### config.mk
export PLATFORM = sky130hd
export DESIGN_NAME = evt_combiner
export DESIGN_NICKNAME = d
export VERILOG_FILES = /design/src/rtl/evc_pkg.sv /design/src/rtl/evc_group.sv /design/src/rtl/evc_regif.sv /design/src/rtl/evt_combiner.sv
export SDC_FILE = /design/constraint.sdc
export NUM_CORES = 1
export LEC_CHECK = 0
export BUFFER_PORTS_ARGS = -buffer_cell sky130_fd_sc_hd__buf_2
export CAP_MARGIN = 20
export CELL_PAD_IN_SITES_DETAIL_PLACEMENT = 0
export CELL_PAD_IN_SITES_GLOBAL_PLACEMENT = 2
export CORE_MARGIN = 2
export CORE_UTILIZATION = 42
export DETAILED_ROUTE_END_ITERATION = 6
export GPL_ROUTABILITY_DRIVEN = 0
export MAX_ROUTING_LAYER = met4
export PLACE_DENSITY = 0.95
export SYNTH_ARGS = -nofsm -noshare
export SYNTH_HDL_FRONTEND = slang
export SYNTH_SLANG_ARGS = --single-unit
### constraint.sdc
create_clock -name clk -period 5.65 [get_ports clk]
set_clock_uncertainty 0.2 [all_clocks]
set_input_delay 0.8475 -clock clk [delete_from_list [all_inputs] [get_ports clk]]
set_output_delay 0.8475 -clock clk [all_outputs]
set_load 0.1 [all_outputs]
### src/rtl/evc_pkg.sv
package evc_pkg;

    typedef enum logic [2:0] {
        BK_FLAG   = 3'd0,
        BK_SET    = 3'd1,
        BK_CLR    = 3'd2,
        BK_EMASK  = 3'd3,
        BK_EVIEW  = 3'd4,
        BK_XMASK  = 3'd5,
        BK_XVIEW  = 3'd6,
        BK_ASSERT = 3'd7
    } bank_e;

endpackage

### src/rtl/evc_group.sv
module evc_group #(
    parameter int W = 32
) (
    input  logic         clk,
    input  logic         rst_n,
    input  logic [W-1:0] evt_i,
    input  logic         set_we,
    input  logic         clr_we,
    input  logic         em_we,
    input  logic         xm_we,
    input  logic [W-1:0] wdata,
    output logic [W-1:0] flag_o,
    output logic [W-1:0] emask_o,
    output logic [W-1:0] xmask_o,
    output logic [W-1:0] eview_o,
    output logic [W-1:0] xview_o,
    output logic         irq_o,
    output logic         exc_o
);

    typedef struct packed {
        logic [W-1:0] flag;
        logic [W-1:0] emask;
        logic [W-1:0] xmask;
        logic         irq;
        logic         exc;
    } grp_st_t;

    grp_st_t st_d, st_q;

    always_comb begin
        st_d = st_q;
        if (clr_we) st_d.flag = st_d.flag & ~wdata;
        if (set_we) st_d.flag = st_d.flag | wdata;
        st_d.flag = st_d.flag | evt_i;
        if (em_we) st_d.emask = wdata;
        if (xm_we) st_d.xmask = wdata;
        st_d.irq = |(st_d.flag & ~st_d.emask);
        st_d.exc = |(st_d.flag & ~st_d.xmask);
    end

    always_ff @(posedge clk or negedge rst_n) begin
        if (!rst_n) begin
            st_q.flag  <= '0;
            st_q.emask <= '1;
            st_q.xmask <= '1;
            st_q.irq   <= 1'b0;
            st_q.exc   <= 1'b0;
        end else begin
            st_q <= st_d;
        end
    end

    assign flag_o  = st_q.flag;
    assign emask_o = st_q.emask;
    assign xmask_o = st_q.xmask;
    assign eview_o = st_q.flag & ~st_q.emask;
    assign xview_o = st_q.flag & ~st_q.xmask;
    assign irq_o   = st_q.irq;
    assign exc_o   = st_q.exc;

    AST_EVT_LATCH: assert property (@(posedge clk) disable iff (!rst_n)
        1'b1 |=> ((st_q.flag & $past(evt_i)) == $past(evt_i)));

    AST_CLR_WORKS: assert property (@(posedge clk) disable iff (!rst_n)
        (clr_we && evt_i == '0) |=> ((st_q.flag & $past(wdata)) == '0));

    AST_SET_WORKS: assert property (@(posedge clk) disable iff (!rst_n)
        set_we |=> ((st_q.flag & $past(wdata)) == $past(wdata)));

    AST_IRQ_LEVEL: assert property (@(posedge clk) disable iff (!rst_n)
        irq_o == (|eview_o));

    AST_EXC_LEVEL: assert property (@(posedge clk) disable iff (!rst_n)
        exc_o == (|xview_o));

endmodule

### src/rtl/evc_regif.sv
module evc_regif
    import evc_pkg::*;
#(
    parameter int G      = 4,
    parameter int W      = 32,
    parameter int GSEL_W = 3,
    localparam int AW    = 3 + GSEL_W
) (
    input  logic           clk,
    input  logic           rst_n,
    input  logic           bus_sel,
    input  logic           bus_we,
    input  logic [AW-1:0]  bus_addr,
    input  logic [W-1:0]   bus_wdata,
    input  logic [G*W-1:0] flag_i,
    input  logic [G*W-1:0] emask_i,
    input  logic [G*W-1:0] xmask_i,
    input  logic [G*W-1:0] eview_i,
    input  logic [G*W-1:0] xview_i,
    output logic [G-1:0]   set_we_o,
    output logic [G-1:0]   clr_we_o,
    output logic [G-1:0]   em_we_o,
    output logic [G-1:0]   xm_we_o,
    output logic [W-1:0]   rdata_o,
    output logic           asrt_valid_o,
    output logic [W-1:0]   asrt_data_o
);

    typedef struct packed {
        logic         valid;
        logic [W-1:0] data;
    } asrt_st_t;

    asrt_st_t    asrt_d, asrt_q;
    bank_e       bank;
    logic [GSEL_W-1:0] grp;
    logic        wr;
    logic        assert_we;

    assign bank = bank_e'(bus_addr[AW-1:GSEL_W]);
    assign grp  = bus_addr[GSEL_W-1:0];
    assign wr   = bus_sel & bus_we;
    assign assert_we = wr && (bank == BK_ASSERT) && (grp == '0);

    always_comb begin
        set_we_o = '0;
        clr_we_o = '0;
        em_we_o  = '0;
        xm_we_o  = '0;
        rdata_o  = '0;
        for (int g = 0; g < G; g++) begin
            if (grp == GSEL_W'(g)) begin
                set_we_o[g] = wr && (bank == BK_SET);
                clr_we_o[g] = wr && (bank == BK_CLR);
                em_we_o[g]  = wr && (bank == BK_EMASK);
                xm_we_o[g]  = wr && (bank == BK_XMASK);
                case (bank)
                    BK_FLAG:  rdata_o = flag_i[g*W +: W];
                    BK_EMASK: rdata_o = emask_i[g*W +: W];
                    BK_EVIEW: rdata_o = eview_i[g*W +: W];
                    BK_XMASK: rdata_o = xmask_i[g*W +: W];
                    BK_XVIEW: rdata_o = xview_i[g*W +: W];
                    default:  rdata_o = '0;
                endcase
            end
        end
    end

    always_comb begin
        asrt_d       = asrt_q;
        asrt_d.valid = assert_we;
        if (assert_we) asrt_d.data = bus_wdata;
    end

    always_ff @(posedge clk or negedge rst_n) begin
        if (!rst_n) begin
            asrt_q <= '0;
        end else begin
            asrt_q <= asrt_d;
        end
    end

    assign asrt_valid_o = asrt_q.valid;
    assign asrt_data_o  = asrt_q.data;

    AST_ONE_STROBE: assert property (@(posedge clk) disable iff (!rst_n)
        $onehot0({set_we_o, clr_we_o, em_we_o, xm_we_o, assert_we}));

    AST_ASRT_PULSE: assert property (@(posedge clk) disable iff (!rst_n)
        assert_we |=> (asrt_valid_o && asrt_data_o == $past(bus_wdata)));

    AST_ASRT_IDLE: assert property (@(posedge clk) disable iff (!rst_n)
        !assert_we |=> !asrt_valid_o);

endmodule

### src/rtl/evt_combiner.sv
module evt_combiner #(
    parameter int GRP_N  = 4,
    parameter int GRP_W  = 32,
    parameter int GSEL_W = 3,
    localparam int AW    = 3 + GSEL_W,
    localparam int EVT_N = GRP_N * GRP_W
) (
    input  logic             clk,
    input  logic             rst_n,
    input  logic [EVT_N-1:0] evt_i,
    input  logic             bus_sel,
    input  logic             bus_we,
    input  logic [AW-1:0]    bus_addr,
    input  logic [GRP_W-1:0] bus_wdata,
    output logic [GRP_W-1:0] bus_rdata,
    output logic [GRP_N-1:0] grp_irq_o,
    output logic             exc_o,
    output logic             sw_evt_valid_o,
    output logic [GRP_W-1:0] sw_evt_data_o
);

    logic [EVT_N-1:0] flag_w, emask_w, xmask_w, eview_w, xview_w;
    logic [GRP_N-1:0] set_we, clr_we, em_we, xm_we, exc_w;

    evc_regif #(.G(GRP_N), .W(GRP_W), .GSEL_W(GSEL_W)) u_regif (
        .clk          (clk),
        .rst_n        (rst_n),
        .bus_sel      (bus_sel),
        .bus_we       (bus_we),
        .bus_addr     (bus_addr),
        .bus_wdata    (bus_wdata),
        .flag_i       (flag_w),
        .emask_i      (emask_w),
        .xmask_i      (xmask_w),
        .eview_i      (eview_w),
        .xview_i      (xview_w),
        .set_we_o     (set_we),
        .clr_we_o     (clr_we),
        .em_we_o      (em_we),
        .xm_we_o      (xm_we),
        .rdata_o      (bus_rdata),
        .asrt_valid_o (sw_evt_valid_o),
        .asrt_data_o  (sw_evt_data_o)
    );

    for (genvar g = 0; g < GRP_N; g++) begin : g_grp
        evc_group #(.W(GRP_W)) u_grp (
            .clk     (clk),
            .rst_n   (rst_n),
            .evt_i   (evt_i[g*GRP_W +: GRP_W]),
            .set_we  (set_we[g]),
            .clr_we  (clr_we[g]),
            .em_we   (em_we[g]),
            .xm_we   (xm_we[g]),
            .wdata   (bus_wdata),
            .flag_o  (flag_w[g*GRP_W +: GRP_W]),
            .emask_o (emask_w[g*GRP_W +: GRP_W]),
            .xmask_o (xmask_w[g*GRP_W +: GRP_W]),
            .eview_o (eview_w[g*GRP_W +: GRP_W]),
            .xview_o (xview_w[g*GRP_W +: GRP_W]),
            .irq_o   (grp_irq_o[g]),
            .exc_o   (exc_w[g])
        );
    end

    assign exc_o = |exc_w;

    AST_EXC_ANY: assert property (@(posedge clk) disable iff (!rst_n)
        exc_o == (|xview_w));

endmodule

==> flow_metrics.py <==
metrics = {
    "route": {
        "detail-route-antenna-nets": 0,
        "detail_route.wl_per_cell_microns": 31.2,
        "routed_via_density": 6.83,
        "drt_iter0_drc": 3249,
        "vias": 21600,
        "routed_wl_microns": 98600,
        "firstDrtPassIters": 6,
        "drc": 0,
    },
    "timing": {
        "finalWorstPathRequiredPeriod_ps": 5160,
        "rsz0062_at_grt": "false",
        "hold_viol_final": 0,
        "finalSetupTns_ps": 0,
        "worst_pin_slew_ps": 1060,
        "fmax_ghz": 0.194,
        "fin_crit_sh_pct": 91.3,
        "setup_viol": 0,
        "hold-worst-slack_ps": 113,
        "slew_violations": 0,
        "slew_headroom_pct": 29.2,
    },
    "synth": {
        "yosysTopAreaCell": "dfstp_2",
        "synthTopCellsByCount": "mux2_2 (283), dfstp_2 (256), a221oi_1 (243), inv_1 (194), clkbuf_1 (178)",
        "avgSynthCellArea_sq_um": 10.5,
        "synth_ff_type": "dfstp_2",
        "seq_area_frac_synth_pct": 46.2,
        "synthArstFlopShare_pct": 100,
        "synth.most_common_cell": "mux2_2",
        "synth_area_leaders": "dfstp_2 (28%), dfrtp_1 (18%), mux2_2 (13%)",
        "yosysWarnings": 0,
        "synth-seq-cells": 425,
        "yosys.cell_types.count": 45,
        "synth_top_area_share_pct": 28.3,
        "synth_fp_nets": 2432,
        "syn_inst": 2262,
        "netlist_area_sq_um": 23700,
        "synth_edf_count": 0,
    },
    "die": {
        "die_area_sq_um": 58400,
        "ios": 240,
        "die_h_microns": 242,
        "die_w_microns": 242,
        "core-area_sq_um": 56200,
        "row_count": 87,
        "start_util_pct": 42.2,
    },
    "cts": {
        "cts_tree": "built",
        "ctsHoldBuffers": 0,
        "cts-htree-levels": 2,
        "cts_buffers": 47,
        "cts_resized": 0,
        "cts_sinks": 425,
        "path_clk_slew_ps": 60,
        "cts_setup_buffers": 0,
        "clock_path_buffers": 3,
        "clk_latency_ps": 580,
        "clock-root-buffer": "clkbuf_16",
    },
    "power": {
        "clkPwrFrac_pct": 38.9,
        "p_per_area_nw_per_um2": 290,
        "p_seq_share_pct": 43.5,
        "combPwrFrac_pct": 17.6,
        "switching_share_pct": 30.4,
        "leakage_nw": 10.5,
        "p_sw_w": 0.00243,
        "p_int_w": 0.00556,
        "peakVddDrop_uv": 234,
        "total_power_w": 0.00799,
    },
    "layout": {
        "nets": 2525,
        "fillers": 5123,
        "drive_above_1_share_pct": 40.7,
        "postLayoutCellArea_sq_um": 27600,
        "multi_input_area_sq_um": 11100,
        "utilization_pct": 49.1,
        "regArea_sq_um": 11000,
        "syn_to_final_growth_pct": 16.2,
    },
    "critical_path": {
        "path_buf_inv": 3,
        "startpoint_type": "input port",
        "worstPathArrival_ps": 4110,
        "crit_top_cell": "buf_12",
        "worstPathRequired_ps": 4600,
        "critical-path-max-stage-delay_ps": 780,
        "worstPathMaxFanout": 50,
        "cp_cell_sequence": "buf_2 -> nor2b_4 -> buf_12 -> a32oi_1 -> a211oi_1 -> o21ai_0 -> a221oi_2 -> buf_12",
        "crit_family": "compound AO/OA/AOI/OAI gates",
        "slowest_stage": "a211oi_1",
        "cp-end-kind": "output port",
        "crit_type": "input port to output port",
    },
    "grt": {
        "grt_pass1_wl_microns": 143000,
        "grt_pass1_vias": 20700,
        "grt_max_degree": 121,
        "antenna_found_initial": 9,
        "grt_overflow": 0,
        "grt_usage_pct": 33.7,
    },
    "place": {
        "dp_hpwl_microns": 66700,
        "placed_area_sq_um": 26000,
        "io_buffers": 239,
    },
    "run_status": {
        "outcome": "finished, final reports clean",
    },
    "run": {
        "drv_cap": 0,
    },
    "worst_hold_path": {
        "min_path_type": "input port to async pin",
    },
}
[layer usage]
metal  vias to the layer above  share of wire, %  track usage (%)  wire length (microns)
met5                         -                 0                -                      0
met4                         0               5.1             15.5                   5000
met3                       233                13             9.42                  12600
met2                      1530                42             46.8                  41700
met1                     10900                40             45.2                  39300
li1                       8952                 -                -                      -
[sequential cells by signal, indices dropped and copies added, names as in the netlist]
signal / count
g_grp.u_grp.xmask_o: 128
g_grp.u_grp.irq_o: 4
u_regif.asrt_data_o: 32
g_grp.u_grp.exc_o: 4
g_grp.u_grp.flag_o: 128
g_grp.u_grp.emask_o: 128
u_regif.asrt_valid_o: 1
[layout make-up]
type / count / area share, %
Clock inverter: 15 / 0.577
Clock buffer: 71 / 4.96
Sequential cell: 425 / 39.8
Multi-Input combinational cell: 1386 / 40.3
Tap cell: 756 / 3.43
Inverter: 194 / 2.65
Antenna cell: 10 / 0.0908
Timing Repair Buffer: 301 / 8.24
[metrics by stage]
| stage | setup slack [ps] | instances |
|---|---|---|
| after detailed placement | 813 | 3062 |
| final | 489 | 3158 |
| after global placement | 825 | 3062 |
| after global routing | 529 | 3153 |
| after CTS | 789 | 3148 |
| after floorplan | 18.2 | 2262 |
[cell usage in the layout, fill, tap and decap left out, types with 2 or more instances in the layout]
master and count:
nor3b_4 2, nor4bb_1 2, a221oi_2 41, clkbuf_16 47, buf_12 41, and4b_2 2
inv_1 192, a21boi_0 63, nand3_1 164, a21oi_1 33, nand4_1 84, dfrtp_1 169
clkbuf_8 10, dfstp_2 256, mux2_1 5, buf_4 53, and4bb_2 2, a221oi_1 215
buf_2 205, o22a_1 64, mux2_2 283, nor4_1 16, clkinvlp_4 2, nand2_1 67
diode_2 10, a22oi_1 31, clkbuf_1 14, and3b_2 2, bufinv_16 3, o21ai_0 128
o22ai_1 64, or4_1 5, clkinv_2 9, a32oi_1 63, nor2_4 2, nor2b_4 2
a211oi_1 31
[path summary, 6_finish.rpt]
| path | slack (ps) | to | cells after the start | from |
|---|---|---|---|---|
| setup / recovery | 490 | bus_rdata[5] | 8 | bus_addr[3] |
| hold / removal | 110 | g_grp[1].u_grp.flag_o[8] | 1 | rst_n |
| setup reg to reg | 3010 | g_grp[0].u_grp.irq_o | 4 | g_grp[0].u_grp.flag_o[4] |
| hold reg to reg | 300 | u_regif.asrt_data_o[0] | 1 | u_regif.asrt_data_o[0] |
| max in group asynchronous | 3770 | g_grp[1].u_grp.flag_o[13] | 2 | rst_n |
| min in group clk | 280 | g_grp[1].u_grp.flag_o[22] | 3 | evt_i[54] |
[power by group through the flow]
| stage | registers, W | clock network [W] | logic (W) |
|---|---|---|---|
| final | 0.00347 | 0.00311 | 0.00141 |
| after global routing | 0.00349 | 0.00325 | 0.00146 |
| after CTS | 0.00346 | 0.00313 | 0.00138 |
| after detailed placement | 0.00351 | 0 | 0.00137 |
| after global placement | 0.00350 | 0 | 0.00136 |
| after floorplan | 0.00360 | 0 | 0.000709 |
[cell families after synthesis]
kind of cell	after synthesis	synth area share, %
buffers and inverters	451	8.07
muxes	288	13.7
DFF	425	46.2
and+or+nand+nor	361	8.42
AOI/OAI and AO/OA	737	23.7
Note: power is estimated with default switching activity, not from simulation.
